**config.mk**
```make
export PLATFORM = sky130hd
export DESIGN_NAME = uart_rx_holdq
export DESIGN_NICKNAME = d
export VERILOG_FILES = /design/src/rtl/rxq_pkg.sv /design/src/rtl/rxq_hold.sv /design/src/rtl/rxq_store.sv /design/src/rtl/rxq_ctl.sv /design/src/rtl/uart_rx_holdq.sv
export SDC_FILE = /design/constraint.sdc
export NUM_CORES = 1
export LEC_CHECK = 0
export BUFFER_PORTS_ARGS = -buffer_cell sky130_fd_sc_hd__buf_2
export CORE_ASPECT_RATIO = 1.5
export CORE_MARGIN = 3
export CORE_UTILIZATION = 40
export CTS_BUF_LIST = sky130_fd_sc_hd__clkbuf_2 sky130_fd_sc_hd__clkbuf_4 sky130_fd_sc_hd__clkbuf_8
export DETAILED_ROUTE_END_ITERATION = 8
export GPL_TIMING_DRIVEN = 0
export PLACE_DENSITY = 0.61
export SLEW_MARGIN = 30
export SYNTH_ARGS = -nofsm -noshare
export SYNTH_HDL_FRONTEND = slang
export SYNTH_HIERARCHICAL = 1
export SYNTH_SLANG_ARGS = --single-unit
```
**constraint.sdc**
```tcl
create_clock -name clk -period 2.5 [get_ports clk]
set_clock_uncertainty 0.05 [all_clocks]
set_input_delay 0.375 -clock clk [delete_from_list [all_inputs] [get_ports clk]]
set_output_delay 0.375 -clock clk [all_outputs]
set_load 0.1 [all_outputs]
```
**src/rtl/rxq_pkg.sv**
```systemverilog
package rxq_pkg;

   // control word layout shared by the control register and its users
   localparam int CSR_W          = 4;
   localparam int CSR_IRQ_EN_BIT = 0;

   // where the character pushed into the queue this cycle comes from
   typedef enum logic [1:0] {
      SRC_NONE = 2'd0,
      SRC_HOLD = 2'd1,
      SRC_LIVE = 2'd2
   } push_src_e;

endpackage

```
**src/rtl/rxq_hold.sv**
```systemverilog
module rxq_hold
   import rxq_pkg::*;
#(
   parameter int DATA_W = 8
) (
   input  logic              clk,
   input  logic              rst_n,
   input  logic              rx_en,
   input  logic              shf_done,
   input  logic [DATA_W-1:0] shf_data,
   input  logic              shf_stop,
   input  logic              start_det,
   input  logic              space,
   output logic              push,
   output logic [DATA_W-1:0] push_data,
   output logic              push_ferr,
   output logic              ovr_evt
);

   logic              hold_vld;
   logic [DATA_W-1:0] hold_data;
   logic              hold_ferr;
   logic              live;
   push_src_e         src;

   assign live = rx_en & shf_done;

   always_comb begin
      src = SRC_NONE;
      if (rx_en && space) begin
         if (hold_vld)  src = SRC_HOLD;
         else if (live) src = SRC_LIVE;
      end
   end

   assign push      = (src != SRC_NONE);
   assign push_data = (src == SRC_HOLD) ? hold_data : shf_data;
   assign push_ferr = (src == SRC_HOLD) ? hold_ferr : ~shf_stop;

   // a waiting character is lost when the line starts another one
   assign ovr_evt = rx_en & hold_vld & ~space & (start_det | live);

   always_ff @(posedge clk or negedge rst_n) begin
      if (!rst_n) begin
         hold_vld  <= 1'b0;
         hold_data <= '0;
         hold_ferr <= 1'b0;
      end else if (!rx_en) begin
         hold_vld  <= 1'b0;
      end else if (hold_vld && space) begin
         hold_vld <= live;
         if (live) begin
            hold_data <= shf_data;
            hold_ferr <= ~shf_stop;
         end
      end else if (hold_vld) begin
         if (live) begin
            hold_data <= shf_data;
            hold_ferr <= ~shf_stop;
         end else if (start_det) begin
            hold_vld <= 1'b0;
         end
      end else if (live && !space) begin
         hold_vld  <= 1'b1;
         hold_data <= shf_data;
         hold_ferr <= ~shf_stop;
      end
   end


   ovr_drop_chk: assert property (@(posedge clk) disable iff (!rst_n)
      (ovr_evt && !live) |=> !hold_vld);


   hold_wait_chk: assert property (@(posedge clk) disable iff (!rst_n)
      (rx_en && hold_vld && !space && !start_det && !live)
      |=> (hold_vld && $stable(hold_data)));

endmodule

```
**src/rtl/rxq_store.sv**
```systemverilog
module rxq_store #(
   parameter int DATA_W = 8,
   parameter int DEPTH  = 2
) (
   input  logic              clk,
   input  logic              rst_n,
   input  logic              flush,
   input  logic              push,
   input  logic [DATA_W-1:0] push_data,
   input  logic              push_ferr,
   input  logic              pop,
   input  logic              ovr_mark,
   output logic              space,
   output logic              not_empty,
   output logic [DATA_W-1:0] head_data,
   output logic              head_ferr,
   output logic              head_ovr
);

   localparam int PTR_W = (DEPTH > 1) ? $clog2(DEPTH) : 1;
   localparam int CNT_W = $clog2(DEPTH + 1);
   localparam logic [PTR_W-1:0] LAST = PTR_W'(DEPTH - 1);
   localparam logic [CNT_W-1:0] FULL = CNT_W'(DEPTH);

   logic [PTR_W-1:0]  rd_ptr, wr_ptr;
   logic [CNT_W-1:0]  cnt;
   logic              pop_ok, push_ok;
   logic [DATA_W-1:0] slot_data [DEPTH];
   logic              slot_ferr [DEPTH];
   logic              slot_ovr  [DEPTH];

   function automatic logic [PTR_W-1:0] ptr_inc(input logic [PTR_W-1:0] p);
      return (p == LAST) ? '0 : p + 1'b1;
   endfunction

   assign not_empty = (cnt != '0);
   assign pop_ok    = pop & not_empty & ~flush;
   assign push_ok   = push & ~flush;
   assign space     = (cnt != FULL) | pop_ok;

   always_ff @(posedge clk or negedge rst_n) begin
      if (!rst_n) begin
         rd_ptr <= '0;
         wr_ptr <= '0;
         cnt    <= '0;
      end else if (flush) begin
         rd_ptr <= '0;
         wr_ptr <= '0;
         cnt    <= '0;
      end else begin
         if (push_ok) wr_ptr <= ptr_inc(wr_ptr);
         if (pop_ok)  rd_ptr <= ptr_inc(rd_ptr);
         case ({push_ok, pop_ok})
            2'b10:   cnt <= cnt + 1'b1;
            2'b01:   cnt <= cnt - 1'b1;
            default: cnt <= cnt;
         endcase
      end
   end

   for (genvar i = 0; i < DEPTH; i++) begin : g_slot
      always_ff @(posedge clk or negedge rst_n) begin
         if (!rst_n) begin
            slot_data[i] <= '0;
            slot_ferr[i] <= 1'b0;
            slot_ovr[i]  <= 1'b0;
         end else if (flush) begin
            slot_ferr[i] <= 1'b0;
            slot_ovr[i]  <= 1'b0;
         end else if (push_ok && wr_ptr == PTR_W'(i)) begin
            slot_data[i] <= push_data;
            slot_ferr[i] <= push_ferr;
            slot_ovr[i]  <= 1'b0;
         end else if (ovr_mark && not_empty && rd_ptr == PTR_W'(i)) begin
            slot_ovr[i]  <= 1'b1;
         end
      end
   end

   always_comb begin
      head_data = '0;
      head_ferr = 1'b0;
      head_ovr  = 1'b0;
      for (int k = 0; k < DEPTH; k++) begin
         if (rd_ptr == PTR_W'(k)) begin
            head_data = slot_data[k];
            head_ferr = slot_ferr[k] & not_empty;
            head_ovr  = slot_ovr[k]  & not_empty;
         end
      end
   end


   cnt_bound_chk: assert property (@(posedge clk) disable iff (!rst_n)
      cnt <= FULL);


   pop_dec_chk: assert property (@(posedge clk) disable iff (!rst_n)
      (pop_ok && !push_ok) |=> (cnt == $past(cnt) - 1'b1));


   ferr_hold_chk: assert property (@(posedge clk) disable iff (!rst_n)
      (not_empty && !pop && !flush) |=> $stable(head_ferr));

endmodule

```
**src/rtl/rxq_ctl.sv**
```systemverilog
module rxq_ctl
   import rxq_pkg::*;
#(
   parameter bit IRQ_EN_RST = 1'b0
) (
   input  logic             clk,
   input  logic             rst_n,
   input  logic             csr_wr,
   input  logic [CSR_W-1:0] csr_wdata,
   input  logic             avail,
   output logic             irq
);

   logic irq_en_q;
   logic unused_ro_bits;

   always_ff @(posedge clk or negedge rst_n) begin
      if (!rst_n)      irq_en_q <= IRQ_EN_RST;
      else if (csr_wr) irq_en_q <= csr_wdata[CSR_IRQ_EN_BIT];
   end

   // status positions in the control word are read-only: writes drop them
   assign unused_ro_bits = ^csr_wdata[CSR_W-1:1];

   assign irq = avail & irq_en_q;


   irq_write_chk: assert property (@(posedge clk) disable iff (!rst_n)
      (csr_wr && !csr_wdata[CSR_IRQ_EN_BIT]) |=> !irq);

endmodule

```
**src/rtl/uart_rx_holdq.sv**
```systemverilog
module uart_rx_holdq
   import rxq_pkg::*;
#(
   parameter int DATA_W     = 8,
   parameter int DEPTH      = 2,
   parameter bit IRQ_EN_RST = 1'b0
) (
   input  logic              clk,
   input  logic              rst_n,
   input  logic              rx_en,
   input  logic              shf_done,
   input  logic [DATA_W-1:0] shf_data,
   input  logic              shf_stop,
   input  logic              start_det,
   input  logic              rd_pop,
   output logic [DATA_W-1:0] rd_data,
   output logic              st_avail,
   output logic              st_ferr,
   output logic              st_ovr,
   input  logic              csr_wr,
   input  logic [3:0]        csr_wdata,
   output logic              irq_rx
);

   if (DATA_W < 5 || DATA_W > 9) begin : g_bad_width
      $error("uart_rx_holdq: DATA_W must be 5 to 9");
   end
   if (DEPTH < 2 || DEPTH > 64) begin : g_bad_depth
      $error("uart_rx_holdq: DEPTH must be 2 to 64");
   end
   if (CSR_W != 4) begin : g_bad_csr
      $error("uart_rx_holdq: control word must be 4 bits");
   end

   logic              space, push, push_ferr, ovr_evt;
   logic [DATA_W-1:0] push_data;
   logic              head_ferr, head_ovr;

   rxq_hold #(.DATA_W(DATA_W)) u_hold (
      .clk       (clk),
      .rst_n     (rst_n),
      .rx_en     (rx_en),
      .shf_done  (shf_done),
      .shf_data  (shf_data),
      .shf_stop  (shf_stop),
      .start_det (start_det),
      .space     (space),
      .push      (push),
      .push_data (push_data),
      .push_ferr (push_ferr),
      .ovr_evt   (ovr_evt)
   );

   rxq_store #(.DATA_W(DATA_W), .DEPTH(DEPTH)) u_store (
      .clk       (clk),
      .rst_n     (rst_n),
      .flush     (~rx_en),
      .push      (push),
      .push_data (push_data),
      .push_ferr (push_ferr),
      .pop       (rd_pop),
      .ovr_mark  (ovr_evt),
      .space     (space),
      .not_empty (st_avail),
      .head_data (rd_data),
      .head_ferr (head_ferr),
      .head_ovr  (head_ovr)
   );

   assign st_ferr = head_ferr;
   assign st_ovr  = head_ovr;

   rxq_ctl #(.IRQ_EN_RST(IRQ_EN_RST)) u_ctl (
      .clk       (clk),
      .rst_n     (rst_n),
      .csr_wr    (csr_wr),
      .csr_wdata (csr_wdata),
      .avail     (st_avail),
      .irq       (irq_rx)
   );


   flush_empty_chk: assert property (@(posedge clk) disable iff (!rst_n)
      !rx_en |=> !st_avail);


   ovr_mark_chk: assert property (@(posedge clk) disable iff (!rst_n)
      (st_ovr && !rd_pop && rx_en) |=> st_ovr);


   ro_bits_chk: assert property (@(posedge clk) disable iff (!rst_n)
      (csr_wr && st_avail && !rd_pop && !shf_done && !start_det && rx_en)
      |=> (st_avail && $stable(st_ferr) && $stable(st_ovr)));

endmodule

```
==> results of run 1 <==
state kept, by name, summed over array words and instances (netlist names), 2 cells and up:
name,flops
u_store/cnt,2
u_hold/hold_data,8
u_store/slot_ferr,2
u_store/slot_ovr,2
u_store/slot_data,16
per-stage QoR:
step	worst slack (ns)	hold WS [ns]	cell area (um^2)	cells
finish	0.385	0.117	2090	213
CTS	0.376	0.141	2090	213
detailed placement	0.154	0.441	1970	205
global route	0.275	0.171	2090	213
global placement	0.219	0.432	1970	205
floorplan	0.113	0.0294	1780	131
worst register-to-register path: cells and delay by family, from the launching register on:
kind	cells	cell delay [ns]
and+or+nand+nor	3	0.60
DFF	1	0.44
AOI/OAI and AO/OA	1	0.37
muxes	1	0.37
synth_stat cells:
| cell type | n |
|---|---|
| a211oi_1 | 2 |
| a21oi_1 | 2 |
| a22oi_1 | 1 |
| a31oi_1 | 1 |
| and2_1 | 1 |
| and3_1 | 2 |
| and3b_1 | 1 |
| buf_2 | 1 |
| buf_6 | 3 |
| dfrtp_1 | 35 |
| inv_1 | 5 |
| mux2_2 | 24 |
| mux2_4 | 17 |
| mux2i_1 | 4 |
| nand2b_1 | 4 |
| nand2b_2 | 1 |
| nand3_2 | 1 |
| nand3b_1 | 3 |
| nand3b_2 | 1 |
| nor2_1 | 10 |
| nor2_8 | 1 |
| nor2b_1 | 2 |
| nor4_1 | 1 |
| o211a_1 | 1 |
| o211ai_1 | 1 |
| o21ai_0 | 3 |
| o31ai_1 | 1 |
| xnor2_1 | 1 |
| xor2_1 | 1 |
final timing paths:
path / startpoint / slack (ns) / to
setup / recovery: u_store/rd_ptr$_DFFE_PN0P_ / 0.38 / st_ovr
hold / removal: rst_n / 0.12 / u_ctl/irq_en_q$_DFFE_PN0P_
setup reg to reg: u_store/cnt[1]$_DFFE_PN0P_ / 0.54 / u_store/slot_data[13]$_DFFE_PN0P_
hold reg to reg: u_store/slot_data[10]$_DFFE_PN0P_ / 0.46 / u_store/slot_data[10]$_DFFE_PN0P_
max in group asynchronous: rst_n / 1.79 / u_store/slot_data[12]$_DFFE_PN0P_
min in group clk: shf_stop / 0.23 / u_hold/hold_ferr$_DFFE_PN0P_
where the power goes:
part	switching [uW]	internal [uW]	leakage, uW
clock network	213	297	0.0000581
logic	348	164	0.000506
registers	49.8	650	0.000450
final cells by class:
cell class | instances | share of cell area
Inverter | 5 | 0.00899
Buffer | 4 | 0.0186
Timing Repair Buffer | 28 | 0.0671
Tap cell | 46 | 0.0276
Multi-Input combinational cell | 87 | 0.404
Clock buffer | 5 | 0.0330
Sequential cell | 35 | 0.420
Clock inverter | 3 | 0.0210
logic make-up after synthesis:
| group | synth area share |
|---|---|
| muxes | 0.318 |
| AOI/OAI and AO/OA | 0.0444 |
| buffers and inverters | 0.0324 |
| xor gates and xnor gates | 0.00986 |
| and+or+nand+nor | 0.102 |
| DFF | 0.493 |
routing by layer:
layer	vias to the layer above	wire length (um)
met1	549	1540
met3	6	141
li1	533	-
met5	-	0
met2	30	1830
met4	0	63
==> impl_metrics.py, run 1 <==
metrics = {
    "drt": {
        "antenna_left": 0,
        "wl_per_cell_um": 16.8,
        "wirelength_um": 3580,
        "vias_per_cell": 5.25,
        "vias": 1118,
        "dr.pass1.iters": 4,
        "initialDrtViolationCount": 33,
        "drc_errors": 0,
    },
    "finish": {
        "mostFrequentLayoutCells": "35 x dfrtp_1, 29 x buf_2, 24 x mux2_2",
        "multi_input_area_um2": 843,
        "postLayoutCoreUtil": 0.492,
        "layout_commonest_cell": "dfrtp_1",
        "layout-drive-gt1-share": 0.509,
        "area_growth_pct": 17.5,
        "area.sequential_um2": 876,
        "antennaDiodeCount": 0,
        "nFillCells": 390,
        "fin_nets": 186,
    },
    "clocking": {
        "h-tree-depth": 2,
        "clkTransAtPathRegs_ns": 0.08,
        "root_buffer": "clkbuf_8",
        "cts_buffer_depth": 2,
        "cts_tree": "done",
        "clock_sinks": 35,
        "post_cts_buffers": 0,
        "ctsHoldBuffers": 0,
        "cts-resized-gates": 0,
        "clk_latency_ns": 0.29,
        "cts_buffers": 5,
    },
    "pwr": {
        "p_total_uw": 1720,
        "powerDensity_nw_per_um2": 824,
        "leakage_uw": 0.00101,
        "vdd_drop_max_uv": 468,
    },
    "placed_design": {
        "finalWeightedCongestion": 0.797,
        "dp_hpwl_um": 2510,
        "io_buffers": 28,
    },
    "logic_synthesis": {
        "ys_warn_count": 6,
        "synth_area_leaders": "dfrtp_1 49%, mux2_2 15%, mux2_4 14%",
        "synth_nets": 151,
        "synth_top_area_share": 0.493,
        "synth_cell_type_count": 29,
        "yosys.area.top_type": "dfrtp_1",
        "synth_seq_cells": 35,
        "synth_cells": 131,
        "syn_area_per_cell_um2": 13.6,
        "ys_seq_area_frac": 0.493,
        "netlist_area_um2": 1780,
    },
    "die": {
        "die_h_um": 87.6,
        "die_w_um": 60.4,
        "fp.coreArea_um2": 4250,
        "fp-row-count": 29,
        "start_util": 0.419,
        "dieArea_um2": 5290,
        "io_pins": 32,
    },
    "critical_path": {
        "cp_slowest_cell": "buf_2",
        "critPathBufInv": 2,
        "r2r_cells": 5,
        "cp_max_fo": 10,
        "critPathTopFamily": "buffers and inverters",
        "crit_cells": 4,
        "max_stage_delay_ns": 0.43,
        "setup.worst_path.class": "reg -> out",
        "path_cells": "buf_2, mux2i_1, nor2_1, buf_2",
        "critPathCaptureType": "primary output",
        "arrival_ns": 1.69,
        "crit_path_frequent_cell": "buf_2",
        "cp.required_ns": 2.08,
        "critPathLaunchType": "flop",
    },
    "sta": {
        "rsz0062_at_grt": "no",
        "drv_slew": 0,
        "tns_ns": 0,
        "relSlewSlack": 0.479,
        "final-setup-viol-count": 0,
        "fmax_mhz": 473,
        "worst_slew_pin_slew_ns": 0.782,
        "min_period_over_period": 0.846,
        "hold_viol": 0,
        "min_period_ns": 2.12,
    },
    "global_routing": {
        "grt_pass1_wl_um": 6390,
        "met3_usage": 0.0428,
        "grt-ovfl-total": 0,
        "antenna_found_initial": 0,
        "grt_start_max_net_pins": 36,
        "gr-usage-met2": 0.265,
        "track_usage": 0.165,
        "use_met1": 0.199,
        "grt_pass1_vias": 1318,
        "top_usage_layer": "met2",
    },
    "flow_run": {
        "cap_violations": 0,
    },
    "status": {
        "status": "finished, final reports clean",
    },
    "worst_hold_path": {
        "min_path_type": "in -> async",
    },
}
(Power assumes the default switching activity.)
==> run 2, diff against run 1 <==
Settings changed: ABC_AREA set to 1, PLACE_DENSITY 0.61 to 0.62.
Clock period 2.5 ns to 2.2 ns, I/O delays scaled along.
==> impl_metrics.py, run 2 <==
metrics = {
    "logic_synthesis": {
        "yosys.area.top_type": "dfrtp_1",
        "synth_cells": 228,
        "syn_area_per_cell_um2": 7.74,
        "synth_top_area_share": 0.496,
        "synth_cell_type_count": 23,
        "synth_edf_count": 0,
        "synth_area_leaders": "dfrtp_1 50%, nand2_1 20%, nand3_1 7.4%",
        "synth_common_cells": "92 x nand2_1, 35 x dfrtp_1, 26 x nand3_1",
        "ys_seq_area_frac": 0.496,
        "ys.flop_type": "dfrtp_1",
        "netlist_area_um2": 1770,
        "synth_nets": 248,
        "synth_seq_cells": 35,
        "async_reset_ff_frac": 1.00,
        "ys_warn_count": 6,
        "yosysMostFrequentCell": "nand2_1",
    },
    "pwr": {
        "switching_share": 0.522,
        "p_int_uw": 1520,
        "clockPowerShare": 0.163,
        "p_sw_uw": 1660,
        "powerDensity_nw_per_um2": 1520,
        "seq_power_share": 0.324,
        "combPwrFrac": 0.513,
        "leakage_uw": 0.00117,
        "vdd_drop_max_uv": 1040,
    },
    "sta": {
        "fmax_mhz": 504,
        "min_period_ns": 1.98,
        "drv_slew": 0,
        "hold_viol": 0,
        "rsz0062_at_grt": "no",
        "final-setup-viol-count": 0,
        "worst_slew_pin_slew_ns": 0.772,
        "tns_ns": 0,
        "min_period_over_period": 0.902,
        "relSlewSlack": 0.485,
    },
    "critical_path": {
        "cp_slowest_cell": "buf_2",
        "cp.required_ns": 1.82,
        "critPathTopFamily": "buffers and inverters",
        "setup.worst_path.class": "reg -> out",
        "regToRegEndpoint": "u_store/slot_ferr[0]$_DFFE_PN0N_",
        "critPathBufInv": 3,
        "max_stage_delay_ns": 0.43,
        "crit_cells": 5,
        "r2r_cells": 9,
        "critPathLaunchType": "flop",
        "critPathCaptureType": "primary output",
        "cp_max_fo": 10,
        "arrival_ns": 1.60,
        "r2r_slack_ns": 0.24,
        "path_cells": "inv_1, buf_2, nand2_1, nand2_1, buf_2",
        "regToRegStartpoint": "u_store/cnt[1]$_DFFE_PN0P_",
    },
    "drt": {
        "wl_per_cell_um": 11.9,
        "initialDrtViolationCount": 66,
        "vias_per_cell": 4.85,
        "drc_errors": 0,
        "wirelength_um": 3690,
        "antenna_left": 0,
        "vias": 1502,
        "dr.pass1.iters": 4,
    },
    "finish": {
        "antennaDiodeCount": 0,
        "top_register": "u_store/slot_data",
        "mostFrequentLayoutCells": "92 x nand2_1, 35 x dfrtp_1, 31 x buf_2",
        "fin_cells": 310,
        "area_growth_pct": 18.4,
        "largest_reg_flops": 16,
        "largestRegisters": "u_store/slot_data (16), u_hold/hold_data (8)",
        "fin_nets": 283,
        "nFillCells": 439,
        "area.sequential_um2": 876,
        "layout-drive-gt1-share": 0.239,
        "layout_commonest_cell": "nand2_1",
        "multi_input_area_um2": 773,
    },
    "status": {
        "status": "finished, final reports clean",
    },
    "global_routing": {
        "grt_pass1_wl_um": 6560,
        "grt-ovfl-total": 0,
        "track_usage": 0.165,
        "antenna_found_initial": 0,
        "grt_pass1_vias": 1410,
        "grt_start_max_net_pins": 36,
    },
    "clocking": {
        "clock_sinks": 35,
        "cts_buffers": 5,
        "ctsHoldBuffers": 0,
        "cts-resized-gates": 0,
        "cts_tree": "done",
        "root_buffer": "clkbuf_8",
        "clk_latency_ns": 0.28,
        "post_cts_buffers": 0,
        "clkTransAtPathRegs_ns": 0.07,
        "cts_buffer_depth": 2,
        "h-tree-depth": 2,
    },
    "die": {
        "dieArea_um2": 5260,
        "die_h_um": 87.4,
        "fp-row-count": 29,
        "start_util": 0.416,
        "io_pins": 32,
        "fp.coreArea_um2": 4250,
        "die_w_um": 60.2,
    },
    "placed_design": {
        "io_buffers": 28,
        "dp_hpwl_um": 2640,
        "finalWeightedCongestion": 0.787,
        "dp.cells": 302,
    },
    "worst_hold_path": {
        "min_path_type": "in -> async",
    },
    "flow_run": {
        "cap_violations": 0,
    },
}
## run 2: changes by cell type in the layout (fill, tap and decap cells not counted), sizes merged, moves of 5 or more
cell,before,now
inv,5,26
mux2,41,0
nor2,11,2
o21ai,3,21
nand2b,5,0
nand3,1,29
nand2,0,98
## run 2: logic make-up after synthesis
kind of cell,count (synthesis),synth area share
XOR/XNOR,1,0.00496
flip-flops,35,0.496
AO/OA/AOI/OAI,29,0.0879
AND/OR/NAND/NOR,130,0.332
buffers and inverters,33,0.0787
## run 2: power by group through the flow
| stage | clock network (uW) | logic [uW] | registers [uW] |
|---|---|---|---|
| after floorplan | 0 | 1400 | 1010 |
| after global placement | 0 | 1620 | 1030 |
| after detailed placement | 0 | 1640 | 1040 |
| after CTS | 532 | 1640 | 1030 |
| after global routing | 559 | 1770 | 1070 |
| final | 520 | 1630 | 1030 |
## run 2: how the worst max path moves through the flow
stage / from / end / slack, ns
final: u_store/rd_ptr$_DFFE_PN0P_ / rd_data[0] / 0.22
after global routing: u_store/cnt[1]$_DFFE_PN0P_ / u_store/slot_ferr[0]$_DFFE_PN0N_ / 0.07
after CTS: u_store/rd_ptr$_DFFE_PN0P_ / rd_data[3] / 0.02
after detailed placement: rx_en / u_store/slot_data[6]$_DFFE_PN0P_ / 0.02
after global placement: rx_en / u_store/slot_data[6]$_DFFE_PN0P_ / 0.04
after floorplan: u_store/cnt[1]$_DFFE_PN0P_ / st_ferr / 0.04
## run 2: final cells by class
type | count | area share
clock buffers | 8 | 0.0497
multi-input cells | 160 | 0.370
plain buffers | 6 | 0.0168
flip-flops and latches | 35 | 0.419
well taps | 46 | 0.0275
inverters | 27 | 0.0503
repair buffers | 28 | 0.0670
## run 2: through the flow
step	hold WS (ns)	total power (uW)	setup slack, ns	area, um^2	util
detailed placement	0.405	2680	0.0188	1970	0.464
CTS	0.0979	3200	0.0230	2070	0.489
global placement	0.404	2660	0.0410	1970	0.464
finish	0.0689	3180	0.216	2090	0.492
floorplan	-0.0156	2410	0.0424	1770	-
global route	0.122	3400	0.0725	2090	0.492
## run 2: metal layers
metal | vias to the layer above | track usage | wire length [um]
li1 | 789 | - | -
met2 | 33 | 0.262 | 1810
met5 | - | 0 | 0
met1 | 675 | 0.215 | 1620
met3 | 5 | 0.0401 | 185
met4 | 0 | 0.0605 | 68
